### src/rtl/irq_dest_pkg.sv
package irq_dest_pkg;

  typedef enum logic [1:0] {
    SH_NONE     = 2'b00,
    SH_SELF     = 2'b01,
    SH_ALL_INCL = 2'b10,
    SH_ALL_EXCL = 2'b11
  } shorthand_e;

  typedef enum logic [1:0] {
    SEL_LID = 2'd0,
    SEL_FMT = 2'd1,
    SEL_PID = 2'd2,
    SEL_EN  = 2'd3
  } cfg_sel_e;

  localparam logic [2:0] DM_LOWPRI = 3'b001;

endpackage

### src/rtl/dest_cfg_regs.sv
module dest_cfg_regs
  import irq_dest_pkg::*;
#(
  parameter int DATA_W = 32,
  parameter int ID_W   = 8,
  parameter int FMT_W  = 4
) (
  input  logic              clk,
  input  logic              rst_n,
  input  logic              cfg_we,
  input  logic [1:0]        cfg_sel,
  input  logic [DATA_W-1:0] cfg_wdata,
  output logic [ID_W-1:0]   lid,
  output logic [ID_W-1:0]   pid,
  output logic              sw_en,
  output logic              is_cluster,
  output logic              cfg_err,
  output logic              fmt_write_evt
);

  localparam logic [FMT_W-1:0] FMT_FLAT    = {FMT_W{1'b1}};
  localparam logic [FMT_W-1:0] FMT_CLUSTER = {FMT_W{1'b0}};

  // Decode a format code into {cluster, unknown}
  function automatic logic [1:0] fmt_decode(input logic [FMT_W-1:0] code);
    logic cl;
    logic bad;
    cl  = (code == FMT_CLUSTER);
    bad = (code != FMT_CLUSTER) && (code != FMT_FLAT);
    return {cl, bad};
  endfunction

  cfg_sel_e         sel;
  logic [FMT_W-1:0] fmt_code;
  logic [1:0]       fmt_info;
  logic             fmt_bad_evt;
  logic             fmt_late_evt;

  assign sel           = cfg_sel_e'(cfg_sel);
  assign fmt_code      = cfg_wdata[DATA_W-1 -: FMT_W];
  assign fmt_info      = fmt_decode(fmt_code);
  assign fmt_write_evt = cfg_we && (sel == SEL_FMT);
  assign fmt_bad_evt   = fmt_write_evt && fmt_info[0];
  assign fmt_late_evt  = fmt_write_evt && sw_en;

  always_ff @(posedge clk or negedge rst_n) begin
    if (!rst_n) begin
      lid        <= '0;
      pid        <= '0;
      sw_en      <= 1'b0;
      is_cluster <= 1'b0;
    end else if (cfg_we) begin
      case (sel)
        SEL_LID: lid        <= cfg_wdata[DATA_W-1 -: ID_W];
        SEL_FMT: is_cluster <= fmt_info[1];
        SEL_PID: pid        <= cfg_wdata[ID_W-1:0];
        SEL_EN:  sw_en      <= cfg_wdata[0];
        default: ;
      endcase
    end
  end

  always_ff @(posedge clk or negedge rst_n) begin
    if (!rst_n) cfg_err <= 1'b0;
    else if (fmt_bad_evt || fmt_late_evt) cfg_err <= 1'b1;
  end

endmodule

### src/rtl/dest_logical_match.sv
module dest_logical_match #(
  parameter int ID_W = 8
) (
  input  logic [ID_W-1:0] dest,
  input  logic [ID_W-1:0] lid,
  input  logic            is_cluster,
  output logic            bcast,
  output logic            flat_hit,
  output logic            cluster_hit,
  output logic            logical_hit
);

  localparam int CL_W = ID_W / 2;

  logic [ID_W-1:0] overlap;

  genvar gi;
  generate
    for (gi = 0; gi < ID_W; gi++) begin : g_and
      assign overlap[gi] = dest[gi] & lid[gi];
    end
  endgenerate

  function automatic logic cluster_match(input logic [ID_W-1:0] d,
                                         input logic [ID_W-1:0] own,
                                         input logic [ID_W-1:0] ov);
    logic same_cl;
    logic valid_cl;
    same_cl  = (d[ID_W-1:CL_W] == own[ID_W-1:CL_W]);
    valid_cl = (d[ID_W-1:CL_W] != {(ID_W-CL_W){1'b1}});
    return same_cl && valid_cl && (|ov[CL_W-1:0]);
  endfunction

  assign bcast       = &dest;
  assign flat_hit    = |overlap;
  assign cluster_hit = cluster_match(dest, lid, overlap);
  assign logical_hit = bcast || (is_cluster ? cluster_hit : flat_hit);

endmodule

### src/rtl/dest_resolve.sv
module dest_resolve
  import irq_dest_pkg::*;
#(
  parameter int ID_W = 8
) (
  input  logic            msg_valid,
  input  logic [1:0]      msg_short,
  input  logic            msg_logical,
  input  logic [2:0]      msg_dmode,
  input  logic [ID_W-1:0] msg_dest,
  input  logic [ID_W-1:0] msg_src,
  input  logic [ID_W-1:0] pid,
  input  logic            sw_en,
  input  logic            is_cluster,
  input  logic            bcast,
  input  logic            logical_hit,
  output logic            accept_d,
  output logic            illegal_d
);

  shorthand_e sh;
  logic       phys_hit;
  logic       bad_combo;

  assign sh        = shorthand_e'(msg_short);
  assign phys_hit  = (msg_dest == pid) || (bcast && sw_en);
  assign bad_combo = msg_logical && is_cluster && bcast && (msg_dmode == DM_LOWPRI);

  always_comb begin
    accept_d  = 1'b0;
    illegal_d = 1'b0;
    if (msg_valid) begin
      case (sh)
        SH_SELF:     accept_d = 1'b1;
        SH_ALL_INCL: accept_d = sw_en;
        SH_ALL_EXCL: accept_d = sw_en && (msg_src != pid);
        default: begin
          if (msg_logical) begin
            illegal_d = bad_combo;
            accept_d  = sw_en && logical_hit && !bad_combo;
          end else begin
            accept_d  = phys_hit;
          end
        end
      endcase
    end
  end

endmodule

### src/rtl/irq_dest_filter.sv
module irq_dest_filter #(
  parameter int DATA_W = 32,
  parameter int ID_W   = 8,
  parameter int FMT_W  = 4
) (
  input  logic              clk,
  input  logic              rst_n,
  input  logic              cfg_we,
  input  logic [1:0]        cfg_sel,
  input  logic [DATA_W-1:0] cfg_wdata,
  input  logic              msg_valid,
  input  logic [ID_W-1:0]   msg_dest,
  input  logic              msg_logical,
  input  logic [1:0]        msg_short,
  input  logic [2:0]        msg_dmode,
  input  logic [ID_W-1:0]   msg_src,
  output logic              accept,
  output logic              illegal,
  output logic              cfg_err
);

  logic [ID_W-1:0] lid;
  logic [ID_W-1:0] pid;
  logic            sw_en;
  logic            is_cluster;
  logic            fmt_write_evt;
  logic            bcast;
  logic            flat_hit;
  logic            cluster_hit;
  logic            logical_hit;
  logic            accept_d;
  logic            illegal_d;

  dest_cfg_regs #(.DATA_W(DATA_W), .ID_W(ID_W), .FMT_W(FMT_W)) u_cfg (
    .clk           (clk),
    .rst_n         (rst_n),
    .cfg_we        (cfg_we),
    .cfg_sel       (cfg_sel),
    .cfg_wdata     (cfg_wdata),
    .lid           (lid),
    .pid           (pid),
    .sw_en         (sw_en),
    .is_cluster    (is_cluster),
    .cfg_err       (cfg_err),
    .fmt_write_evt (fmt_write_evt)
  );

  dest_logical_match #(.ID_W(ID_W)) u_lmatch (
    .dest        (msg_dest),
    .lid         (lid),
    .is_cluster  (is_cluster),
    .bcast       (bcast),
    .flat_hit    (flat_hit),
    .cluster_hit (cluster_hit),
    .logical_hit (logical_hit)
  );

  dest_resolve #(.ID_W(ID_W)) u_resolve (
    .msg_valid   (msg_valid),
    .msg_short   (msg_short),
    .msg_logical (msg_logical),
    .msg_dmode   (msg_dmode),
    .msg_dest    (msg_dest),
    .msg_src     (msg_src),
    .pid         (pid),
    .sw_en       (sw_en),
    .is_cluster  (is_cluster),
    .bcast       (bcast),
    .logical_hit (logical_hit),
    .accept_d    (accept_d),
    .illegal_d   (illegal_d)
  );

  always_ff @(posedge clk or negedge rst_n) begin
    if (!rst_n) begin
      accept  <= 1'b0;
      illegal <= 1'b0;
    end else begin
      accept  <= accept_d;
      illegal <= illegal_d;
    end
  end

endmodule

### config.mk
export PLATFORM = sky130hd
export DESIGN_NAME = irq_dest_filter
export DESIGN_NICKNAME = d
export VERILOG_FILES = /design/src/rtl/irq_dest_pkg.sv /design/src/rtl/dest_cfg_regs.sv /design/src/rtl/dest_logical_match.sv /design/src/rtl/dest_resolve.sv /design/src/rtl/irq_dest_filter.sv
export SDC_FILE = /design/constraint.sdc
export NUM_CORES = 1
export LEC_CHECK = 0
export BUFFER_PORTS_ARGS = -buffer_cell sky130_fd_sc_hd__buf_2
export CORE_MARGIN = 2
export CORE_UTILIZATION = 47
export CTS_CLUSTER_SIZE = 16
export DETAILED_ROUTE_END_ITERATION = 12
export GPL_ROUTABILITY_DRIVEN = 1
export PLACE_DENSITY = 0.84
export SLEW_MARGIN = 20
export SYNTH_ARGS = -nofsm -noshare
export SYNTH_HDL_FRONTEND = slang
export SYNTH_SLANG_ARGS = --single-unit
### constraint.sdc
create_clock -name clk -period 2.1 [get_ports clk]
set_input_delay 0.42 -clock clk [delete_from_list [all_inputs] [get_ports clk]]
set_output_delay 0.42 -clock clk [all_outputs]
set_load 0.03 [all_outputs]
==> metrics.yaml <==
finalCriticalPeriod_ps: 1680
dp_slack_ps: 289
initial_core_util_pct: 50.9
port_buffers: 46
num_antenna_cells: 0
power.density_mw_per_mm2: 670
die_w_microns: 53.4
r2r-start: "u_cfg.lid[5]$_DFFE_PN0P_"
cp-start-kind: "register"
drive_above_1_share_pct: 47.6
drv_slew: 0
rsz0062_at_grt: "false"
rr_endpoint: "accept$_DFF_PN0_"
ant_nets: 0
cts.path.max_buffers: 2
syn_to_final_growth_pct: 25.4
design_area_sq_mm: 0.00144
coreArea_sq_mm: 0.00225
io_pins: 63
finalSetupTns_ps: 0
worstPathCellList: "ha_1 > nor4_1 > a21boi_0 > o221ai_1 > nand4b_1 > a21oi_1"
synth.top_cell.area_share_pct: 45.8
required_ps: 2320
critPathCapture: "accept$_DFF_PN0_"
antenna_found_initial: 0
worstSetupStartpoint: "u_cfg.lid[5]$_DFFE_PN0P_"
num_rows: 17
routabilityCongestion: 0.788
critPathBufInv: 0
hpwl_microns: 2000
worstRegToRegCells: 6
status: "finished clean"
instances_no_fill: 171
synth_largest_area_cell: "dfrtp_1"
synth_area_leaders: "dfrtp_1 46%, mux2_2 17%, xnor2_1 8.4%"
die_height_microns: 53.4
seq_area_frac_synth_pct: 45.8
reg2reg_slack_ps: 420
first_pass_iters: 4
maxSlewHeadroom_pct: 69.2
cp_slowest_stage_delay_ps: 400
avgRoutedWirePerCell_microns: 13.8
h-tree-depth: 1
whs_ps: 51.9
numCtsBuffers: 3
path_depth: 6
hold_viol: 0
yosysUniqueCellTypes: 27
ys_seq_elements: 21
finalWorstSetupSlack_ps: 419
synth-edff-count: 0
grt_usage_pct: 19.4
drc: 0
place_inst: 167
grt_pass1_vias: 915
cts_resized: 0
crit_slowest_cell: "dfrtp_1"
avgViaCountPerCell: 5.40
wl_microns: 2370
async_reset_ff_share_pct: 100
crit_type: "register to register"
vias: 923
place_area_sq_mm: 0.00141
nets: 208
mappedNetlistArea_sq_mm: 0.00115
clk_pin_slew_worst_paths_ps: 110
drv_cap: 0
post_cts_buffers: 0
ctsRootBufferMaster: "clkbuf_4"
hp-class: "primary input to async pin"
synth_common_cells: "21 x dfrtp_1, 17 x mux2_2, 11 x xnor2_1"
crit_family: "compound AO/OA/AOI/OAI gates"
cp-end-kind: "register"
yosysWarnings: 0
overflow: 0
grt_max_degree: 22
crit_path_max_fanout: 2
p_leak_nw: 0.650
cp.arrival_ps: 1900
synthCells: 93
setup_viol: 0
worstSkewPairLatency_ps: 300
cts_tree: "yes"
syn_nets: 157
period_share_pct: 80.1
ir_worst_vdd_mv: 0.413
grt_pass1_wl_microns: 3930
postSynthAreaPerCell_sq_um: 12.4
timing.fmax_mhz: 595
cts.sinks: 21
fin_skew_ps: 6.06
yosys_most_used_dff: "dfrtp_1"
yosysMostFrequentCell: "dfrtp_1"
worstMarginPinSlew_ps: 462
die_area_sq_mm: 0.00286
initialDrtViolationCount: 14
cts_hold_buf: 0
==> worst min-delay path by stage <==
stage               cells past startpoint                  endpoint
finish                                  1  u_cfg.lid[1]$_DFFE_PN0P_
global route                            1  u_cfg.lid[0]$_DFFE_PN0P_
CTS                                     1  u_cfg.lid[0]$_DFFE_PN0P_
detailed placement                      1  u_cfg.lid[0]$_DFFE_PN0P_
global placement                        1  u_cfg.lid[0]$_DFFE_PN0P_
floorplan                               0          accept$_DFF_PN0_
==> routing by layer <==
metal	GRT usage, %	vias to the layer above	share of wire [%]
met2	32.5	34	47
li1	-	455	-
met4	9.40	0	1.8
met1	24.2	428	43
met3	2.82	6	7.7
met5	0	-	0
==> final cells by class <==
class,count,area [sq um]
clock buffer,4,26.3
multi-input combinational,71,619
fill,202,815
inverter,1,3.75
timing repair buffer,46,230
sequential,21,526
tap,28,35.0
==> registers in the layout, summed over array words and instances, names as in the netlist <==
signal / cells
accept: 1
illegal: 1
u_cfg.cfg_err: 1
u_cfg.is_cluster: 1
u_cfg.lid: 8
u_cfg.pid: 8
u_cfg.sw_en: 1
==> stage by stage <==
| step | total power [mW] | utilization [%] |
|---|---|---|
| floorplan | 0.682 | - |
| global placement | 0.770 | 62.7 |
| detailed placement | 0.788 | 62.7 |
| CTS | 0.975 | 63.9 |
| global route | 1.03 | 63.9 |
| finish | 0.965 | 63.9 |
==> worst register-to-register path, stage by stage, from the launching register on <==
cell and delay [ps]:
dfrtp_1 400, ha_1 280, nor4_1 290, a21boi_0 140
o221ai_1 210, nand4b_1 110, a21oi_1 180
==> logic make-up (layout without fill, tap and decap cells) <==
kind of cell,after synthesis,in the layout,synth area share [%]
xor gates and xnor gates,16,16,12.2
muxes,17,17,16.7
DFF,21,21,45.8
adders and majority gates,4,4,4.36
AOI/OAI and AO/OA,9,9,5.67
and+or+nand+nor,25,25,15.0
buffers and inverters,1,51,0.326
==> report_power, final <==
part / internal (mW) / total [mW] / switching, mW / leakage, nW
combinational: 0.148 / 0.246 / 0.0980 / 0.384
clock: 0.0740 / 0.189 / 0.115 / 0.0150
sequential: 0.469 / 0.529 / 0.0598 / 0.250
==> placed cells by master, fill, tap and decap left out, drive strengths merged, types with 2 or more instances in the layout <==
cell type | netlist | layout
clkbuf | 0 | 4
dfrtp | 21 | 21
xnor2 | 11 | 11
ha | 4 | 4
nand3 | 3 | 3
buf | 0 | 46
xor2 | 5 | 5
nor3b | 2 | 2
nand4b | 2 | 2
o221ai | 2 | 2
a21oi | 2 | 2
mux2 | 17 | 17
nand4 | 5 | 5
nand3b | 2 | 2
nor4 | 5 | 5
Note: power is estimated with default switching activity, not from simulation.
